$ cat src/rtl/spim_pkg.sv
package spim_pkg;
  localparam int BYTE_W = 8;
  localparam int DIV_W  = 3;
  localparam int NIRQ   = 4;
  localparam int ADDR_W = 3;

  localparam logic [ADDR_W-1:0] A_CFG  = 3'd0;
  localparam logic [ADDR_W-1:0] A_EN   = 3'd1;
  localparam logic [ADDR_W-1:0] A_TXD  = 3'd2;
  localparam logic [ADDR_W-1:0] A_RXD  = 3'd3;
  localparam logic [ADDR_W-1:0] A_STAT = 3'd4;
  localparam logic [ADDR_W-1:0] A_MSET = 3'd5;
  localparam logic [ADDR_W-1:0] A_MCLR = 3'd6;

  localparam int CFG_CPOL = 0;
  localparam int CFG_CPHA = 1;
  localparam int CFG_WID  = 2;
  localparam int CFG_DIV  = 4;
  localparam int CFG_MSEL = 7;
  localparam int CFG_GO   = 8;
  localparam int CFG_W    = 9;

  localparam int IRQ_MF   = 0;
  localparam int IRQ_TXF  = 1;
  localparam int IRQ_TXNF = 2;
  localparam int IRQ_RXNE = 3;

  typedef enum logic [1:0] {ENG_IDLE, ENG_RUN, ENG_TAIL} eng_state_t;
endpackage

$ cat src/rtl/spim_rst_sync.sv
module spim_rst_sync #(
  parameter int STAGES = 2
) (
  input  logic clk,
  input  logic rst_n,
  output logic rst_n_sync
);
  logic [STAGES-1:0] chain_q;

  always_ff @(posedge clk or negedge rst_n) begin
    if (!rst_n) chain_q <= '0;
    else        chain_q <= {chain_q[STAGES-2:0], 1'b1};
  end

  assign rst_n_sync = chain_q[STAGES-1];
endmodule

$ cat src/rtl/spim_fifo.sv
module spim_fifo #(
  parameter int W     = 8,
  parameter int DEPTH = 8
) (
  input  logic         clk,
  input  logic         rst_n,
  input  logic         push,
  input  logic [W-1:0] wdata,
  input  logic         pop,
  output logic [W-1:0] rdata,
  output logic         empty,
  output logic         full
);
  localparam int AW = (DEPTH > 1) ? $clog2(DEPTH) : 1;
  localparam int CW = $clog2(DEPTH + 1);
  localparam logic [AW-1:0] LAST = AW'(DEPTH - 1);

  logic [W-1:0]  mem [DEPTH];
  logic [AW-1:0] wr_q, wr_n, rd_q, rd_n;
  logic [CW-1:0] cnt_q, cnt_n;
  logic          do_push, do_pop;

  assign empty   = (cnt_q == '0);
  assign full    = (cnt_q == CW'(DEPTH));
  assign do_push = push & ~full;
  assign do_pop  = pop & ~empty;
  assign rdata   = mem[rd_q];

  always_comb begin
    wr_n  = wr_q;
    rd_n  = rd_q;
    cnt_n = cnt_q;
    if (do_push) wr_n = (wr_q == LAST) ? '0 : wr_q + 1'b1;
    if (do_pop)  rd_n = (rd_q == LAST) ? '0 : rd_q + 1'b1;
    if (do_push && !do_pop)      cnt_n = cnt_q + 1'b1;
    else if (!do_push && do_pop) cnt_n = cnt_q - 1'b1;
  end

  always_ff @(posedge clk or negedge rst_n) begin
    if (!rst_n) begin
      wr_q  <= '0;
      rd_q  <= '0;
      cnt_q <= '0;
    end else begin
      wr_q  <= wr_n;
      rd_q  <= rd_n;
      cnt_q <= cnt_n;
    end
  end

  always_ff @(posedge clk) begin
    if (do_push) mem[wr_q] <= wdata;
  end

  a_r7_count_bound: assert property (@(posedge clk) disable iff (!rst_n)
    cnt_q <= CW'(DEPTH));
  a_r7_full_push_dropped: assert property (@(posedge clk) disable iff (!rst_n)
    (push && full && !pop) |=> (cnt_q == $past(cnt_q)));
  a_r4_empty_pop_ignored: assert property (@(posedge clk) disable iff (!rst_n)
    (pop && empty && !push) |=> empty);
endmodule

$ cat src/rtl/spim_engine.sv
module spim_engine
  import spim_pkg::*;
(
  input  logic              clk,
  input  logic              rst_n,
  input  logic              run_ok,
  input  logic              start_req,
  input  logic              cpol,
  input  logic              cpha,
  input  logic              wide,
  input  logic [DIV_W-1:0]  div_code,
  input  logic              tx_empty,
  input  logic [BYTE_W-1:0] tx_byte,
  input  logic              miso,
  output logic              tx_pop,
  output logic              rx_push,
  output logic [BYTE_W-1:0] rx_byte,
  output logic              started,
  output logic              sclk,
  output logic              mosi,
  output logic              cs_n
);
  localparam int HC_W   = (1 << DIV_W) - 1;
  localparam int EDGES  = 2 * BYTE_W;
  localparam int EDGE_W = $clog2(EDGES);
  localparam logic [EDGE_W-1:0] LAST_EDGE = EDGE_W'(EDGES - 1);

  eng_state_t        st_q, st_n;
  logic [HC_W-1:0]   hcnt_q, hcnt_n, limit;
  logic [EDGE_W-1:0] edge_q, edge_n;
  logic [BYTE_W-1:0] tx_sh_q, tx_sh_n, rx_sh_q, rx_sh_n, next_byte;
  logic              sclk_q, sclk_n, out_q, out_n, cs_q, cs_n_n, hi_q, hi_n;
  logic              tick, lead, sample;

  assign limit = HC_W'((8'd1 << div_code) - 8'd1);
  assign tick  = (hcnt_q == limit);
  assign lead  = ~edge_q[0];
  assign sample = lead ^ cpha;
  assign next_byte = tx_empty ? '0 : tx_byte;

  always_comb begin
    st_n    = st_q;
    hcnt_n  = hcnt_q;
    edge_n  = edge_q;
    tx_sh_n = tx_sh_q;
    rx_sh_n = rx_sh_q;
    sclk_n  = sclk_q;
    out_n   = out_q;
    cs_n_n  = cs_q;
    hi_n    = hi_q;
    tx_pop  = 1'b0;
    rx_push = 1'b0;
    started = 1'b0;
    case (st_q)
      ENG_IDLE: begin
        if (run_ok && start_req && !tx_empty) begin
          tx_pop  = 1'b1;
          started = 1'b1;
          tx_sh_n = tx_byte;
          out_n   = cpha ? 1'b0 : tx_byte[BYTE_W-1];
          cs_n_n  = 1'b0;
          hcnt_n  = '0;
          edge_n  = '0;
          sclk_n  = 1'b0;
          hi_n    = 1'b1;
          st_n    = ENG_RUN;
        end
      end
      ENG_RUN: begin
        if (!run_ok) begin
          st_n = ENG_IDLE; cs_n_n = 1'b1; sclk_n = 1'b0;
        end else if (!tick) begin
          hcnt_n = hcnt_q + 1'b1;
        end else begin
          hcnt_n = '0;
          sclk_n = ~sclk_q;
          edge_n = edge_q + 1'b1;
          if (sample) rx_sh_n = {rx_sh_q[BYTE_W-2:0], miso};
          if (edge_q == LAST_EDGE) begin
            rx_push = 1'b1;
            if ((wide && hi_q) || !tx_empty) begin
              tx_pop  = ~tx_empty;
              tx_sh_n = next_byte;
              if (!cpha) out_n = next_byte[BYTE_W-1];
              hi_n    = wide ? ~hi_q : 1'b1;
            end else begin
              st_n = ENG_TAIL;
            end
          end else if (!sample) begin
            out_n   = cpha ? tx_sh_q[BYTE_W-1] : tx_sh_q[BYTE_W-2];
            tx_sh_n = tx_sh_q << 1;
          end
        end
      end
      ENG_TAIL: begin
        if (!run_ok) begin
          st_n = ENG_IDLE; cs_n_n = 1'b1; sclk_n = 1'b0;
        end else if (tick) begin
          st_n = ENG_IDLE; cs_n_n = 1'b1;
        end else begin
          hcnt_n = hcnt_q + 1'b1;
        end
      end
      default: st_n = ENG_IDLE;
    endcase
    rx_byte = rx_sh_n;
  end

  always_ff @(posedge clk or negedge rst_n) begin
    if (!rst_n) begin
      st_q    <= ENG_IDLE;
      hcnt_q  <= '0;
      edge_q  <= '0;
      tx_sh_q <= '0;
      rx_sh_q <= '0;
      sclk_q  <= 1'b0;
      out_q   <= 1'b0;
      cs_q    <= 1'b1;
      hi_q    <= 1'b1;
    end else begin
      st_q    <= st_n;
      hcnt_q  <= hcnt_n;
      edge_q  <= edge_n;
      tx_sh_q <= tx_sh_n;
      rx_sh_q <= rx_sh_n;
      sclk_q  <= sclk_n;
      out_q   <= out_n;
      cs_q    <= cs_n_n;
      hi_q    <= hi_n;
    end
  end

  assign sclk = sclk_q ^ cpol;
  assign mosi = out_q;
  assign cs_n = cs_q;

  a_r6_idle_level: assert property (@(posedge clk) disable iff (!rst_n)
    cs_q |-> (sclk == cpol));
  a_r4_push_inside_burst: assert property (@(posedge clk) disable iff (!rst_n)
    rx_push |-> !cs_q);
  a_r11_abort_releases_cs: assert property (@(posedge clk) disable iff (!rst_n)
    ((st_q != ENG_IDLE) && !run_ok) |=> cs_q);
  a_r6_cs_fall_at_idle: assert property (@(posedge clk) disable iff (!rst_n)
    $fell(cs_q) |-> (sclk == cpol));
endmodule

$ cat src/rtl/spim_ctrl.sv
module spim_ctrl
  import spim_pkg::*;
#(
  parameter int BUS_W      = 16,
  parameter int FIFO_DEPTH = 8
) (
  input  logic              clk,
  input  logic              rst_n,
  input  logic              reg_sel,
  input  logic              reg_wr,
  input  logic [ADDR_W-1:0] reg_addr,
  input  logic [BUS_W-1:0]  reg_wdata,
  output logic [BUS_W-1:0]  reg_rdata,
  output logic              irq,
  output logic              sclk,
  output logic              mosi,
  input  logic              miso,
  output logic              cs_n,
  input  logic              ss_in_n
);
  logic              rst_i;
  logic              cpol_q, cpol_n, cpha_q, cpha_n, msel_q, msel_n;
  logic              go_q, go_n, en_q, en_n, mf_q, mf_n;
  logic [1:0]        wid_q, wid_n;
  logic [DIV_W-1:0]  div_q, div_n;
  logic [NIRQ-1:0]   mask_q, mask_n, stat;
  logic              wr_cfg, wr_en, wr_tx, wr_stat, wr_set, wr_clr, rd_rx, mf_event;
  logic              tx_pop, tx_empty, tx_full, rx_push, rx_empty, rx_full, eng_started;
  logic [BYTE_W-1:0] tx_head, rx_head, rx_byte;
  wire               unused_bits = ^{reg_wdata[BUS_W-1:CFG_W], rx_full};

  spim_rst_sync #(.STAGES(2)) u_rst (.clk(clk), .rst_n(rst_n), .rst_n_sync(rst_i));

  assign wr_cfg  = reg_sel & reg_wr & (reg_addr == A_CFG);
  assign wr_en   = reg_sel & reg_wr & (reg_addr == A_EN);
  assign wr_tx   = reg_sel & reg_wr & (reg_addr == A_TXD);
  assign wr_stat = reg_sel & reg_wr & (reg_addr == A_STAT);
  assign wr_set  = reg_sel & reg_wr & (reg_addr == A_MSET);
  assign wr_clr  = reg_sel & reg_wr & (reg_addr == A_MCLR);
  assign rd_rx   = reg_sel & ~reg_wr & (reg_addr == A_RXD);
  assign mf_event = en_q & msel_q & ~ss_in_n;

  always_comb begin
    cpol_n = cpol_q; cpha_n = cpha_q; wid_n = wid_q; div_n = div_q; msel_n = msel_q;
    if (wr_cfg) begin
      cpol_n = reg_wdata[CFG_CPOL];
      cpha_n = reg_wdata[CFG_CPHA];
      wid_n  = reg_wdata[CFG_WID +: 2];
      div_n  = reg_wdata[CFG_DIV +: DIV_W];
      msel_n = reg_wdata[CFG_MSEL];
    end
    go_n   = (go_q & ~eng_started) | (wr_cfg & reg_wdata[CFG_GO]);
    en_n   = mf_event ? 1'b0 : (wr_en ? reg_wdata[0] : en_q);
    mf_n   = mf_event | (mf_q & ~(wr_stat & reg_wdata[IRQ_MF]));
    mask_n = (mask_q | (wr_set ? reg_wdata[NIRQ-1:0] : '0))
           & ~(wr_clr ? reg_wdata[NIRQ-1:0] : '0);
  end

  always_ff @(posedge clk or negedge rst_i) begin
    if (!rst_i) begin
      cpol_q <= 1'b0; cpha_q <= 1'b0; wid_q <= '0; div_q <= '0; msel_q <= 1'b0;
      go_q   <= 1'b0; en_q   <= 1'b0; mf_q  <= 1'b0; mask_q <= '0;
    end else begin
      cpol_q <= cpol_n; cpha_q <= cpha_n; wid_q <= wid_n; div_q <= div_n; msel_q <= msel_n;
      go_q   <= go_n;   en_q   <= en_n;   mf_q  <= mf_n;  mask_q <= mask_n;
    end
  end

  spim_fifo #(.W(BYTE_W), .DEPTH(FIFO_DEPTH)) u_txq (
    .clk(clk), .rst_n(rst_i), .push(wr_tx), .wdata(reg_wdata[BYTE_W-1:0]),
    .pop(tx_pop), .rdata(tx_head), .empty(tx_empty), .full(tx_full));

  spim_fifo #(.W(BYTE_W), .DEPTH(FIFO_DEPTH)) u_rxq (
    .clk(clk), .rst_n(rst_i), .push(rx_push), .wdata(rx_byte),
    .pop(rd_rx), .rdata(rx_head), .empty(rx_empty), .full(rx_full));

  spim_engine u_eng (
    .clk(clk), .rst_n(rst_i), .run_ok(en_q & msel_q), .start_req(go_q),
    .cpol(cpol_q), .cpha(cpha_q), .wide(wid_q == 2'b01), .div_code(div_q),
    .tx_empty(tx_empty), .tx_byte(tx_head), .miso(miso),
    .tx_pop(tx_pop), .rx_push(rx_push), .rx_byte(rx_byte), .started(eng_started),
    .sclk(sclk), .mosi(mosi), .cs_n(cs_n));

  always_comb begin
    stat            = '0;
    stat[IRQ_MF]    = mf_q;
    stat[IRQ_TXF]   = tx_full;
    stat[IRQ_TXNF]  = ~tx_full;
    stat[IRQ_RXNE]  = ~rx_empty;
  end

  assign irq = |(stat & mask_q);

  always_comb begin
    reg_rdata = '0;
    case (reg_addr)
      A_CFG:  reg_rdata[CFG_W-1:0] = {go_q, msel_q, div_q, wid_q, cpha_q, cpol_q};
      A_EN:   reg_rdata[0] = en_q;
      A_RXD:  reg_rdata[BYTE_W-1:0] = rx_empty ? '0 : rx_head;
      A_STAT: reg_rdata[NIRQ-1:0] = stat;
      A_MSET, A_MCLR: reg_rdata[NIRQ-1:0] = mask_q;
      default: reg_rdata = '0;
    endcase
  end

  a_r9_set_ones: assert property (@(posedge clk) disable iff (!rst_i)
    wr_set |=> ((mask_q & $past(reg_wdata[NIRQ-1:0])) == $past(reg_wdata[NIRQ-1:0])));
  a_r9_clear_ones: assert property (@(posedge clk) disable iff (!rst_i)
    wr_clr |=> ((mask_q & $past(reg_wdata[NIRQ-1:0])) == '0));
  a_r11_drop_enable: assert property (@(posedge clk) disable iff (!rst_i)
    mf_event |=> (!en_q && mf_q));
  a_r10_start_gated: assert property (@(posedge clk) disable iff (!rst_i)
    eng_started |-> (en_q && msel_q && go_q));
  a_r3_go_self_clears: assert property (@(posedge clk) disable iff (!rst_i)
    (eng_started && !wr_cfg) |=> !go_q);
endmodule

$ cat config.mk
export PLATFORM = sky130hd
export DESIGN_NAME = spim_ctrl
export DESIGN_NICKNAME = d
export VERILOG_FILES = /design/src/rtl/spim_pkg.sv /design/src/rtl/spim_rst_sync.sv /design/src/rtl/spim_fifo.sv /design/src/rtl/spim_engine.sv /design/src/rtl/spim_ctrl.sv
export SDC_FILE = /design/constraint.sdc
export NUM_CORES = 1
export LEC_CHECK = 0
export BUFFER_PORTS_ARGS = -buffer_cell sky130_fd_sc_hd__buf_2
export CORE_MARGIN = 8
export CORE_UTILIZATION = 25
export DETAILED_ROUTE_END_ITERATION = 12
export SYNTH_ARGS = -nofsm -noshare
export SYNTH_HDL_FRONTEND = slang
export SYNTH_HIERARCHICAL = 1
export SYNTH_SLANG_ARGS = --single-unit
$ cat constraint.sdc
create_clock -name clk -period 3 [get_ports clk]
set_input_delay 0.45 -clock clk [delete_from_list [all_inputs] [get_ports clk]]
set_output_delay 0.45 -clock clk [all_outputs]
set_load 0.05 [all_outputs]
## Yosys cells after proc, flatten, opt, wreduce, memory -nomap -nowiden

Memory sizes are Yosys's and may differ from the RTL's.
Index checks and enable logic that the tools add are counted.

| word-level totals | value |
|---|---|
| flip-flop bits (word level) | 70 |
| RAM bits | 128 |
| input bits | 25 |
| logic and storage cells | 230 |
| memories | 2 |

Memory list:

| memory | depth | width | read ports | clocked after memory_dff | wr ports | line | text |
|---|---|---|---|---|---|---|---|
| u_rxq.mem | 8 | 8 | 1 | 0 | 1 | spim_fifo.sv:18 | `logic [W-1:0] mem [DEPTH];` |
| u_txq.mem | 8 | 8 | 1 | 0 | 1 | spim_fifo.sv:18 |  |

| operators by class | value |
|---|---|
| $add $sub $neg | 11 |
| eq/ne operators | 33 |
| shifts and indexed selects | 1 |
| mux-type cells | 88 |
| bitwise logic cells | 38 |
| reductions and logical operators | 32 |

Operators with widths:

| kind | count |
|---|---|
| 2-to-1 mux 8 bit | 12 |
| 2-to-1 mux 1 bit | 39 |
| 2-to-1 mux 4 bit | 9 |
| 2-to-1 mux 7 bit | 5 |
| equality test 3 bit, second input constant | 7 |
| != test 3 bit, second input constant | 7 |
| one-hot mux 7 bit (3 select lines) | 1 |
| AND 1 bit | 19 |
| one-hot mux 4 bit (2 select lines) | 2 |
| one-hot mux 8 bit (2 select lines) | 1 |
| 2-to-1 mux 2 bit | 7 |
| adder 3 x 1 -> 3 bit, second input constant | 4 |
| adder 4 x 1 -> 4 bit, second input constant | 3 |
| equality test 4 bit, second input constant | 3 |
| 2-to-1 mux 3 bit | 4 |
| != test 2 x 1 -> 1 bit, second input constant | 6 |
| one-hot mux 3 bit (4 select lines) | 1 |
| AND reduction 4 bit | 3 |
| AND reduction 6 bit | 2 |
| inverter 1 bit | 11 |
| AND reduction 5 bit | 2 |
| AND 4 bit | 2 |
| logical NOT 4 bit | 2 |
| nonzero test 2 bit | 4 |
| 27 further kinds | 47 |

## Longest topological paths before layout

| logic depth | value |
|---|---|
| depth in word-level cells | 12 |
| gate-level depth with buffers | 16 |

## Cells and area by module

The synthesis kept the hierarchy.

Modules (own cells, without submodules):

| module | instances | cells an instance | area each (µm²) | seq. area each (µm²) |
|---|---|---|---|---|
| spim_fifo | 2 | 157 | 3133.0 | 2172.1 |
| spim_engine | 1 | 211 | 2013.2 | 828.3 |
| spim_ctrl | 1 | 110 | 1037.2 | 375.4 |
| spim_rst_sync | 1 | 3 | 53.8 | 50.0 |

## Worst setup path after synthesis

OpenSTA, ideal clock, no wires.

| timing path | value |
|---|---|
| path kind | reg-to-reg |
| start point | register div_q[2] |
| end point | register u_txq.cnt_q[3] |
| library setup time | 131 ps |
| arrival time | 3537 ps |
| data required time | 2869 ps |
| slack | -668 ps |
| cell stages (with the launch flop) | 15 |
| path buffers | 1 |
| clock period less this slack | 3668 ps |
| cells stage by stage | dfrtp_1 -> or2_1 -> o22ai_1 -> a21oi_1 -> nor3_1 -> clkbuf_1 -> nand2_1 -> o31ai_1 -> o41ai_4 -> ha_1 -> inv_1 -> ha_1 -> or4_1 -> o211ai_1 -> o211ai_1 |

| on the way | value |
|---|---|
| word-level cells in the longest chain between the ends | 10 |
| elaborated cells on any way between the ends | 12 |

Ends and longest elaborated chain:

| item | line | text |
|---|---|---|
| start, declared | spim_ctrl.sv:25 | `logic [DIV_W-1:0] div_q, div_n;` |
| start signal, assigned | spim_ctrl.sv:64 | `cpol_q <= cpol_n; cpha_q <= cpha_n; wid_q <= wid_n; div_q <= div_n; msel_q <= msel_n;` |
| left shift 1 x 3 -> 7 bit (*) | spim_engine.sv:35 | `assign limit = HC_W'((8'd1 << div_code) - 8'd1);` |
| subtractor 7 x 1 -> 7 bit (*) | spim_engine.sv:35 |  |
| equality test 7 bit (*) | spim_engine.sv:36 | `assign tick = (hcnt_q == limit);` |
| 2-to-1 mux 1 bit (*) | spim_engine.sv:72 | `end else if (!tick) begin` |
| 2-to-1 mux 1 bit (*) | spim_engine.sv:70 | `if (!run_ok) begin` |
| one-hot mux 1 bit (2 select lines) (*) | spim_engine.sv:54 | `case (st_q)` |
| named net tx_pop | spim_ctrl.sv:28 | `logic tx_pop, tx_empty, tx_full, rx_push, rx_empty, rx_full, eng_started;` |
| AND 1 bit (*) | spim_fifo.sv:26 | `assign do_pop = pop & ~empty;` |
| logical NOT 1 bit | spim_fifo.sv:35 | `if (do_push && !do_pop) cnt_n = cnt_q + 1'b1;` |
| logical AND 1 bit | spim_fifo.sv:35 |  |
| 2-to-1 mux 4 bit or nonzero test 2 bit (tied branches) | n/a |  |
| end signal, assigned | spim_fifo.sv:47 | `cnt_q <= cnt_n;` |
| end, declared | spim_fifo.sv:20 | `logic [CW-1:0] cnt_q, cnt_n;` |

Mark *: on every way through the listed nets, which the timed path passes. The rest lies on a longest branch.
A chain may end at the register's enable or synchronous reset.

## Worst setup path in the final report

Ends and elaborated chain as after synthesis.

==> impl_metrics.json <==
{
  "outcome": "finished with violations",
  "violations": "negative setup slack",
  "synthCells": 637,
  "final_cell_area_um2": 11170,
  "grt_use_total_pct": 9.163,
  "worst-r2r-setup-slack_ps": -50,
  "p_seq_share_pct": 46.0,
  "crit_chain": "or2_4, nor4_2, a21oi_2, nor3_4, nand2_4, o31ai_4, o41ai_4, ha_2, inv_2, ha_4, or4_1, o211ai_1, o211ai_1",
  "grt_overflow_total": 0,
  "worstSkewPairLatency_ps": 430,
  "clockBufferDepth": 2,
  "worstPathArrival_ps": 3360,
  "yosys_warnings": 6,
  "gp_congestion": 0.7717,
  "core_region_area_um2": 37310,
  "worstHoldPathType": "in2async",
  "drt_iter0_drc": 469,
  "grt_pass1_wl_um": 31520,
  "cts.sinks": 198,
  "rows": 71,
  "fin_nets": 771,
  "final_core_util_pct": 29.94,
  "reg2reg_to": "u_txq/cnt_q[3]$_DFFE_PN0P_",
  "slew_violations": 0,
  "die_area_um2": 43920,
  "num_vias": 5645,
  "drc": 0,
  "seqCellArea_um2": 5607,
  "peakVddDrop_mv": 0.3688,
  "met2_length_um": 9789,
  "fillers": 3744,
  "drive_gt1_share_pct": 33.65,
  "final-hold-violation-count": 0,
  "finalCriticalPeriod_ps": 3045,
  "critPathCaptureType": "flop",
  "placed_cell_area_um2": 10460,
  "cts_root_buf": "clkbuf_16",
  "cts.clk_slew.worst_paths_ps": 80,
  "worst_slack_ps": -45.04,
  "viasPerCell": 4.661,
  "critPathMostFrequentCell": "o211ai_1",
  "p_switching_uw": 2331,
  "cellLeakagePower_uw": 0.004167,
  "power.internal_uw": 5268,
  "port_buffers": 30,
  "die-height_um": 209.6,
  "wl_met3_um": 932,
  "path_class": "reg2reg",
  "clock_skew_ps": 15.76,
  "wire_per_inst_um": 16.66,
  "p_sw_share_pct": 30.67,
  "max_freq_mhz": 328.4,
  "crit_buf_inv": 1,
  "top_layer_used": "met5",
  "crit_fanout": 8,
  "hpwl_um": 13770,
  "cpPeakStageDelay_ps": 470,
  "relSlewSlack_pct": 37.43,
  "worstRegToRegCells": 13,
  "grt_max_degree": 69,
  "m1WireLength_um": 9294,
  "cap_viol_max_count": 0,
  "syn_to_final_growth_pct": 19.28,
  "grt_antenna_before_repair": 1,
  "rr_startpoint": "div_q[2]$_DFFE_PN0N_",
  "die_w_um": 209.6,
  "postSynthAreaPerCell_um2": 14.70,
  "initial_utilization_pct": 25.10,
  "worstSetupStartpointType": "flop",
  "h-tree-depth": 4,
  "multi_input_area_um2": 3645,
  "n_antenna_cell": 0,
  "synth.cell_area_um2": 9366,
  "rsz0062_at_grt": "yes",
  "critPathSlowestCell": "dfrtp_2",
  "grt_pass1_vias": 5479,
  "crit_family": "simple AND/OR/NAND/NOR gates",
  "cts_buffers": 17,
  "setup_viol_count_final": 1,
  "cts_tree": "built",
  "fin_crit_sh_pct": 101.5,
  "worst_ep_required_time_ps": 3310,
  "worstMarginPinSlew_ps": 938.6,
  "pwr-share-comb_pct": 24.5,
  "dr.pass1.iters": 5,
  "ioPinCount": 45,
  "clockPowerShare_pct": 29.5,
  "drtAntennaViolNets": 0,
  "routed_wirelength_um": 20180,
  "power_density_nw_per_um2": 680.2
}
[power groups by stage]
stage                     clock [µW]  sequential, µW  combinational [µW]
after floorplan                    0            3440                1450
after global routing            2410            3550                2050
after CTS                       2300            3500                1820
after detailed placement           0            3550                1800
after global placement             0            3540                1780
final                           2240            3500                1860
[layout by cell type (no fill, tap or decap), drive strengths merged, types with 8 or more instances in the layout]
cell / instances
a21oi: 25
a31oi: 9
buf: 92
clkbuf: 22
conb: 8
dfrtp: 68
edfxtp: 128
ha: 20
inv: 29
mux2: 55
mux4: 32
nand2: 37
nand3: 13
nor2: 28
nor3: 23
o21ai: 16
[stage by stage]
stage / instances / total power (µW) / setup TNS (ps) / hold WS [ps] / setup slack, ps
detailed placement: 1169 / 5356 / -73.98 / 237.7 / -73.98
global route: 1211 / 8004 / -423.0 / 317.6 / -224.2
finish: 1211 / 7599 / -45.04 / 338.1 / -45.04
CTS: 1202 / 7612 / -24.07 / 316.0 / -24.07
floorplan: 643 / 4888 / -117.0 / 154.4 / -117.0
global placement: 1169 / 5329 / -9.002 / 236.2 / -9.002
[cell type report]
cell class / count / share of cell area, %
Clock inverter: 12 / 1.198
Multi-Input combinational cell: 391 / 32.62
Inverter: 21 / 0.7280
Clock buffer: 20 / 3.909
Sequential cell: 198 / 50.18
Timing Repair Buffer: 95 / 6.048
Tap cell: 474 / 5.309
[metal layers]
| layer | global-route usage [%] | up-vias |
|---|---|---|
| met5 | 0 | - |
| met4 | 1.968 | 2 |
| met3 | 2.223 | 8 |
| met2 | 14.97 | 105 |
| met1 | 12.20 | 2887 |
| li1 | - | 2643 |
[worst max path at each step]
| stage | startpoint | endpoint | slack, ps | cells past startpoint |
|---|---|---|---|---|
| after detailed placement | div_q[1]$_DFFE_PN0N_ | u_txq/cnt_q[3]$_DFFE_PN0P_ | -70 | 13 |
| after CTS | div_q[2]$_DFFE_PN0N_ | u_txq/cnt_q[3]$_DFFE_PN0P_ | -20 | 13 |
| after global routing | div_q[2]$_DFFE_PN0N_ | u_txq/cnt_q[3]$_DFFE_PN0P_ | -220 | 13 |
| after floorplan | div_q[1]$_DFFE_PN0N_ | u_txq/cnt_q[3]$_DFFE_PN0P_ | -120 | 15 |
| final | div_q[2]$_DFFE_PN0N_ | u_txq/cnt_q[3]$_DFFE_PN0P_ | -50 | 13 |
| after global placement | div_q[1]$_DFFE_PN0N_ | u_txq/cnt_q[3]$_DFFE_PN0P_ | -9 | 13 |
[registers in the layout (all words and copies together) (netlist names), 4 cells and up]
signal	count
mask_q	4
u_rxq/mem	64
u_eng/tx_sh_q	8
u_eng/edge_q	4
u_txq/mem	64
u_rxq/cnt_q	4
u_txq/cnt_q	4
u_eng/rx_sh_q	8
u_eng/hcnt_q	7
[what timing repair did]
action                                 CTS  global route
setup endpoints to repair                6            71
gates resized for setup                  2            13
hold buffers                             1             0
pin swaps                                0             6
gates cloned                             0             1
buffers inserted                         0             8
endpoints found under the hold margin    2             0
Note: power is estimated with default switching activity, not from simulation.
